--- src/rtl/vmask_pkg.sv ---
package vmask_pkg;

   // element width code, as applied to the mask expansion
   typedef enum logic [1:0] {
      EW_B8  = 2'd0,
      EW_B16 = 2'd1,
      EW_B32 = 2'd2,
      EW_B64 = 2'd3
   } ewidth_e;

endpackage

--- src/rtl/vmask_regfile.sv ---
module vmask_regfile #(
   parameter int NUM_MREG = 8,
   parameter int MASK_W   = 64,
   localparam int IDX_W   = $clog2(NUM_MREG)
) (
   input  logic              clk,
   input  logic              rst_n,
   input  logic              wr_en,
   input  logic [IDX_W-1:0]  wr_idx,
   input  logic [MASK_W-1:0] wr_data,
   input  logic [IDX_W-1:0]  rd_idx,
   output logic [MASK_W-1:0] rd_data
);

   logic [MASK_W-1:0] regs [NUM_MREG];

   if ((1 << IDX_W) != NUM_MREG) begin : g_chk_pow2
      $error("NUM_MREG must be a power of two");
   end

   always_ff @(posedge clk or negedge rst_n) begin
      if (!rst_n) begin
         for (int r = 0; r < NUM_MREG; r++) regs[r] <= '0;
      end else if (wr_en) begin
         regs[wr_idx] <= wr_data;
      end
   end

   assign rd_data = regs[rd_idx];

   AST_MREG_WRITE: assert property (@(posedge clk) disable iff (!rst_n)
      wr_en |=> regs[$past(wr_idx)] == $past(wr_data));

endmodule

--- src/rtl/vmask_expand.sv ---
module vmask_expand
   import vmask_pkg::*;
#(
   parameter int VEC_W        = 512,
   parameter int MASK_W       = 64,
   parameter int IDX_W        = 3,
   parameter bit UNMASK_IDX0  = 1'b1,
   localparam int NBYTES      = VEC_W / 8
) (
   input  ewidth_e           ewidth,
   input  logic [IDX_W-1:0]  idx,
   input  logic [MASK_W-1:0] mask_val,
   output logic [NBYTES-1:0] byte_en
);

   if (MASK_W < NBYTES) begin : g_chk_mw
      $error("MASK_W must cover one bit per byte lane");
   end

   logic [NBYTES-1:0] sel;
   logic              bypass;

   if (UNMASK_IDX0) begin : g_idx0_bypass
      assign bypass = (idx == '0);
   end else begin : g_idx0_real
      assign bypass = 1'b0;
   end

   for (genvar b = 0; b < NBYTES; b++) begin : g_lane
      always_comb begin
         unique case (ewidth)
            EW_B8:   sel[b] = mask_val[b];
            EW_B16:  sel[b] = mask_val[b/2];
            EW_B32:  sel[b] = mask_val[b/4];
            default: sel[b] = mask_val[b/8];
         endcase
      end
      assign byte_en[b] = bypass | sel[b];
   end

endmodule

--- src/rtl/vmask_merge.sv ---
module vmask_merge #(
   parameter int VEC_W   = 512,
   localparam int NBYTES = VEC_W / 8
) (
   input  logic [VEC_W-1:0]  result,
   input  logic [VEC_W-1:0]  old,
   input  logic [NBYTES-1:0] byte_en,
   input  logic              zeroing,
   output logic [VEC_W-1:0]  data
);

   if (VEC_W % 8 != 0) begin : g_chk_vw
      $error("VEC_W must be a whole number of bytes");
   end

   for (genvar b = 0; b < NBYTES; b++) begin : g_byte
      logic [7:0] keep;
      assign keep = zeroing ? 8'h00 : old[b*8 +: 8];
      assign data[b*8 +: 8] = byte_en[b] ? result[b*8 +: 8] : keep;
   end

endmodule

--- src/rtl/vmask_wb.sv ---
module vmask_wb
   import vmask_pkg::*;
#(
   parameter int VEC_W    = 512,
   parameter int MASK_W   = 64,
   parameter int NUM_MREG = 8,
   localparam int IDX_W   = $clog2(NUM_MREG),
   localparam int NBYTES  = VEC_W / 8
) (
   input  logic              clk,
   input  logic              rst_n,
   input  logic              mk_wr_en,
   input  logic [IDX_W-1:0]  mk_wr_idx,
   input  logic [MASK_W-1:0] mk_wr_data,
   input  logic              in_valid,
   input  logic [VEC_W-1:0]  in_result,
   input  logic [VEC_W-1:0]  in_old,
   input  logic [1:0]        in_ewidth,
   input  logic [IDX_W-1:0]  in_mask_idx,
   input  logic              in_zeroing,
   output logic              out_valid,
   output logic [VEC_W-1:0]  out_data
);

   logic [MASK_W-1:0] mask_rd;
   logic [NBYTES-1:0] byte_en;
   logic [VEC_W-1:0]  merged;

   vmask_regfile #(.NUM_MREG(NUM_MREG), .MASK_W(MASK_W)) u_mregs (
      .clk     (clk),
      .rst_n   (rst_n),
      .wr_en   (mk_wr_en),
      .wr_idx  (mk_wr_idx),
      .wr_data (mk_wr_data),
      .rd_idx  (in_mask_idx),
      .rd_data (mask_rd)
   );

   vmask_expand #(.VEC_W(VEC_W), .MASK_W(MASK_W), .IDX_W(IDX_W)) u_expand (
      .ewidth   (ewidth_e'(in_ewidth)),
      .idx      (in_mask_idx),
      .mask_val (mask_rd),
      .byte_en  (byte_en)
   );

   vmask_merge #(.VEC_W(VEC_W)) u_merge (
      .result  (in_result),
      .old     (in_old),
      .byte_en (byte_en),
      .zeroing (in_zeroing),
      .data    (merged)
   );

   always_ff @(posedge clk or negedge rst_n) begin
      if (!rst_n) begin
         out_valid <= 1'b0;
         out_data  <= '0;
      end else begin
         out_valid <= in_valid;
         if (in_valid) out_data <= merged;
      end
   end

   AST_VALID_PULSE: assert property (@(posedge clk) disable iff (!rst_n)
      in_valid |=> out_valid);
   AST_NO_SPURIOUS: assert property (@(posedge clk) disable iff (!rst_n)
      !in_valid |=> !out_valid);
   AST_IDLE_HOLD: assert property (@(posedge clk) disable iff (!rst_n)
      !in_valid |=> $stable(out_data));
   AST_IDX0_PASS: assert property (@(posedge clk) disable iff (!rst_n)
      (in_valid && in_mask_idx == '0) |=> out_data == $past(in_result));
   AST_ZERO_SUBSET: assert property (@(posedge clk) disable iff (!rst_n)
      (in_valid && in_zeroing) |=> (out_data & ~$past(in_result)) == '0);
   AST_MERGE_SRC: assert property (@(posedge clk) disable iff (!rst_n)
      (in_valid && !in_zeroing) |=>
         ((out_data ^ $past(in_result)) & (out_data ^ $past(in_old))) == '0);

endmodule

--- config.mk ---
export PLATFORM = sky130hd
export DESIGN_NAME = vmask_wb
export DESIGN_NICKNAME = d
export VERILOG_FILES = /design/src/rtl/vmask_pkg.sv /design/src/rtl/vmask_regfile.sv /design/src/rtl/vmask_expand.sv /design/src/rtl/vmask_merge.sv /design/src/rtl/vmask_wb.sv
export SDC_FILE = /design/constraint.sdc
export NUM_CORES = 2
export LEC_CHECK = 0
export BUFFER_PORTS_ARGS = -buffer_cell sky130_fd_sc_hd__buf_2
export CORE_AREA = 2 2 625 627
export DETAILED_ROUTE_END_ITERATION = 6
export DIE_AREA = 0 0 627 629
export GPL_TIMING_DRIVEN = 0
export PLACE_DENSITY_LB_ADDON = 0.25
export SETUP_SLACK_MARGIN = 0.02
export SLEW_MARGIN = 40
export SYNTH_ARGS = -nofsm -noshare
export SYNTH_HDL_FRONTEND = slang
export SYNTH_SLANG_ARGS = --single-unit
--- constraint.sdc ---
create_clock -name clk -period 3.6 [get_ports clk]
set_input_delay 0.18 -clock clk [delete_from_list [all_inputs] [get_ports clk]]
set_output_delay 0.18 -clock clk [all_outputs]
set_load 0.01 [all_outputs]
### After elaboration in Yosys (flattened, before gate mapping)

Index checks and enable logic that the tools add are counted.

| word-level totals | value |
|---|---|
| bits in registers | 1025 |
| bits of input ports | 1101 |
| output and inout port bits | 513 |

| operators by class | value |
|---|---|
| order comparisons | 3 |
| equal/unequal tests | 2 |
| multiplexer cells | 197 |
| bitwise logic cells | 66 |
| reduce and logical (&&, ||, !) cells | 3 |

Operators by type and width:

| cell | number |
|---|---|
| $mux 8 | 128 |
| $bwmux 512 | 1 |
| $bmux 64 s3 | 1 |
| $demux 64 s3 | 1 |
| $mux 64 | 3 |
| $pmux 1 s3 | 60 |
| $or 1x1->1 | 64 |
| $ge 4x4->1 const B | 2 |
| $not 3->4 | 2 |
| $lt 4x1->1 const B | 1 |
| $pmux 1 s2 | 2 |
| $logic_not 3->1 | 1 |
| $eq 2x1->1 const B | 1 |
| $eq 2x2->1 const B | 1 |
| $logic_not 2->1 | 1 |
| $logic_and 1x1->1 | 1 |
| $mux 1 | 1 |

### Logic depth before layout (Yosys ltp)

| depth | value |
|---|---|
| depth after elaboration | 7 |
| mapped depth | 10 |
| mapped depth without buffers | 6 |

### Modules after synthesis

A second synthesis with hierarchy kept.

| second synthesis, totals | value |
|---|---|
| cell total of the unflattened synthesis | 3349 |
| area, all modules | 49302.3 µm² |

Modules (own cells, without submodules):

| module | times used | cells each | area an instance (µm²) | sequential area each (µm²) |
|---|---|---|---|---|
| vmask_regfile | 1 | 1314 | 22779.3 | 12812.3 |
| vmask_wb | 1 | 1082 | 19246.0 | 12837.3 |
| vmask_merge | 1 | 784 | 5855.6 | 0.0 |
| vmask_expand | 1 | 169 | 1421.4 | 0.0 |

### Least setup slack after synthesis

OpenSTA, ideal clock, no wires.

| timing path | value |
|---|---|
| path type | input port to flip-flop |
| from | input in_mask_idx[1] |
| to | register out_data[379] |
| data arrival time | 2.076 ns |
| path slack | 1.447 ns |
| stages on the path | 9 |
| path buffers | 3 |
| path through | buf_2 > buf_2 > clkbuf_1 > mux4_2 > mux2i_1 > nor2_1 > a2111oi_4 > nand2_1 > o21ai_1 |

| on the way | value |
|---|---|
| word-level cells in the longest chain between the ends | 7 |
| elaborated cells between the ends (all ways) | 8 |

Ends and longest elaborated chain:

| element | line | text |
|---|---|---|
| start: declaration | vmask_wb.sv:19 | `input logic [IDX_W-1:0] in_mask_idx,` |
| $not 3->4 (not written as such) | vmask_regfile.sv:29 | `assign rd_data = regs[rd_idx];` |
| $bmux 64 s3 | vmask_regfile.sv:29 |  |
| $mux 64 (not written as such) (2 in series) | vmask_regfile.sv:29 |  |
| $pmux 1 s3 | vmask_expand.sv:31 | `unique case (ewidth)` |
| $or 1x1->1 (*) | vmask_expand.sv:38 | `assign byte_en[b] = bypass \| sel[b];` |
| $mux 8 (*) | vmask_merge.sv:19 | `assign data[b*8 +: 8] = byte_en[b] ? result[b*8 +: 8] : keep;` |
| end signal: assignment | vmask_wb.sv:60 | `if (in_valid) out_data <= merged;` |
| end: declaration | vmask_wb.sv:22 | `output logic [VEC_W-1:0] out_data` |

Mark *: on every way between the ends. The rest lies on a longest branch, timed or not. The select of a mux whose other input is x is not followed.
A chain may end at the register's enable or synchronous reset.

==> reports/metrics.cfg <==
[timing]
slew_headroom_pct = 38.7
drv_slew = 0
fin_skew_ps = 67.4
clock.fmax_ghz = 0.285
finalCritPeriodShare_pct = 97.4
holdWs_ps = 72.8
worst_slew_pin_slew_ps = 920
grt_setup_unrepaired = yes
min_period_ps = 3510
setup_viol = 0
hold_violations = 0

[floorplan]
ios = 1614
initial_utilization_pct = 12.5
die_w_um = 627
die-area_um2 = 394000
die_y_um = 629
core-area_um2 = 388000
num_rows = 229

[grt]
grt_util_all_layers_pct = 20.6
grt_pass1_wl_um = 529000
grt_max_degree = 103
globalRouteOverflowTotal = 0
antenna_found_initial = 243
grt_pass1_vias = 49700

[critical_path]
worstSetupEndpointType = flop
r2r_cells = 8
regToRegStartpoint = u_mregs.regs[393]
worst-setup-path-type = primary input to flop
start_kind = primary input
critical_path_arrival_ps = 4230
rrSetupSlack_ps = 160
required_ps = 4320
cp_max_fo = 10
r2r-end = out_data[300]

[synth]
synth-warning-count = 0
ys_ff_latch = 1025
syn_inst = 3810
synthArstFlopShare_pct = 100
synthFlopType = dfrtp_1
syn_area_um2 = 48500
syn-num-nets = 4911
synth_area_per_cell_um2 = 12.7
yosysUniqueCellTypes = 80
synth_edf_count = 0
yosysSeqAreaShare_pct = 52.9

[pwr]
power.share.combinational_pct = 29.6
leakagePower_nw = 35.9
cellPowerDensity_nw_per_um2 = 520
vdd_drop_max_v = 0.000359
power.internal_mw = 27.5
power_frac_clock_pct = 34.4
sequentialPowerShare_pct = 36.0
netSwitchingPower_mw = 14.6
sw_frac_of_total_pct = 34.7

[detailed_routing]
finalWirelength_um = 420000
wl_per_cell_um = 34.7
dr.pass1.iters = 5
vias = 48000
vias_per_cell = 3.97
drc = 0
ant_nets = 0
drt-initial-drc-count = 3544

[cts]
worst_skew_pair.late_latency_ps = 840
cts_tree = yes
clock_path_buffers = 4
h-tree-depth = 4
post_cts_buffers = 0
cts_sinks = 1025
numCtsBuffers = 142
clk_pin_slew_ps = 60
cts-root-buf = clkbuf_16

[hold_path]
hold_depth = 3
hold_class = primary input to flop
hp-start = in_result[465]
worstHoldEndpoint = out_data[465]

[place]
dpl.hpwl_um = 355000
gp_congestion = 0.994
port_buffers = 1610

[cells_and_area]
final_common_cell = buf_2
nets = 7867
area_growth_pct = 66.7
fill_cells = 42500
post-route-util_pct = 20.9
drive_above_1_share_pct = 42.2
mostFrequentLayoutCells = 1648 x buf_2, 1093 x dlygate4sd3_1, 1025 x dfrtp_1

[outcome]
status = finished, final reports clean

[flow_run]
cap_violations = 0

-- final cells by class --
type,count,area [um^2],area share (%)
sequential,1025,25600,31.7
antenna,60,150,0.186
clock buffer,190,3960,4.89
inverter,1,3.75,0.00464
timing repair buffer,2812,20400,25.3
multi-input combinational,2591,22600,28.0
clock inverter,42,549,0.679
buffer,193,1020,1.26
tap,5197,6500,8.04
-- what timing repair did --
item                                   4_1_cts  5_1_grt
hold buffers                              1093        1
setup endpoints to repair                    0       65
endpoints found under the hold margin     1254        1
resized for setup                            0       10
-- layer usage --
layer	global-route usage (%)	routed length [um]	up-vias
met3	8.53	44600	656
met1	24.6	168000	25000
met2	32.5	187000	2122
li1	-	-	20200
met4	8.27	19700	86
met5	0	536	-
-- per-stage QoR --
| stage | worst slack (ps) | setup TNS (ps) | total power [mW] | instances | instance area [um^2] |
|---|---|---|---|---|---|
| 2_1_floorplan | 1450 | 0 | 19.2 | 3810 | 48500 |
| 3_3_place_gp | -23030 | - | 25.4 | 10600 | 63100 |
| 3_5_place_dp | -581 | -14990 | 25.9 | 10700 | 65100 |
| 4_1_cts | 38.6 | 0 | 42.5 | 12000 | 80600 |
| 5_1_grt | 9.05 | 0 | 43.8 | 12100 | 80800 |
| 6_report | 93.5 | 0 | 42.1 | 12100 | 80900 |
-- logic make-up (layout without fill, tap and decap cells) --
| family | Yosys count | in the layout | share of synthesized area [%] |
|---|---|---|---|
| muxes | 1109 | 1109 | 26.0 |
| DFF | 1025 | 1025 | 52.9 |
| and+or+nand+nor | 766 | 766 | 8.39 |
| AOI/OAI and AO/OA | 716 | 716 | 10.9 |
| buffers and inverters | 194 | 3238 | 1.85 |
| other | 0 | 60 | 0 |
-- cells in the mapped netlist, drive strengths merged, types with 32 or more instances --
master	n	area share, %
a21oi	35	0.36
a221o	96	2.0
buf	58	0.79
clkbuf	135	1.0
dfrtp	1025	53
mux2	578	13
mux2i	467	9.6
mux4	64	3.0
nand2	393	3.0
nor2	80	0.70
nor2b	126	1.6
nor3	55	0.88
o21ai	360	3.7
o22ai	33	0.52
o2bb2ai	32	0.58
-- worst max-delay path, stage by stage --
cell and delay (ps):
dlygate4sd3_1 560, buf_2 190, clkbuf_4 300, o31ai_4 200
nor2_2 510, o31ai_4 230, buf_8 210, nor4_4 800
nand2_1 300, o21ai_0 130, dlygate4sd3_1 560
-- power by group through the flow --
stage | logic (mW) | registers, mW | clock network, mW
final | 12.5 | 15.1 | 14.5
after global routing | 13.2 | 15.4 | 15.3
after CTS | 12.5 | 15.1 | 14.9
after detailed placement | 10.7 | 15.3 | 0
after global placement | 10.2 | 15.2 | 0
after floorplan | 4.02 | 15.1 | 0
-- how the worst max path moves through the flow --
| stage | start | to | cells past startpoint |
|---|---|---|---|
| 5_1_grt | in_valid | out_data[429] | 13 |
| 3_5_place_dp | in_mask_idx[1] | out_data[491] | 11 |
| 6_report | in_valid | out_data[281] | 11 |
| 3_3_place_gp | rst_n | out_data[451] | 1 |
| 4_1_cts | u_mregs.regs[385] | out_data[90] | 7 |
| 2_1_floorplan | in_mask_idx[1] | out_data[379] | 9 |
-- registers in the layout, indices dropped and copies added (netlist names) --
signal        cells
out_valid         1
u_mregs.regs    512
out_data        512
Note: power is estimated with default switching activity, not from simulation.
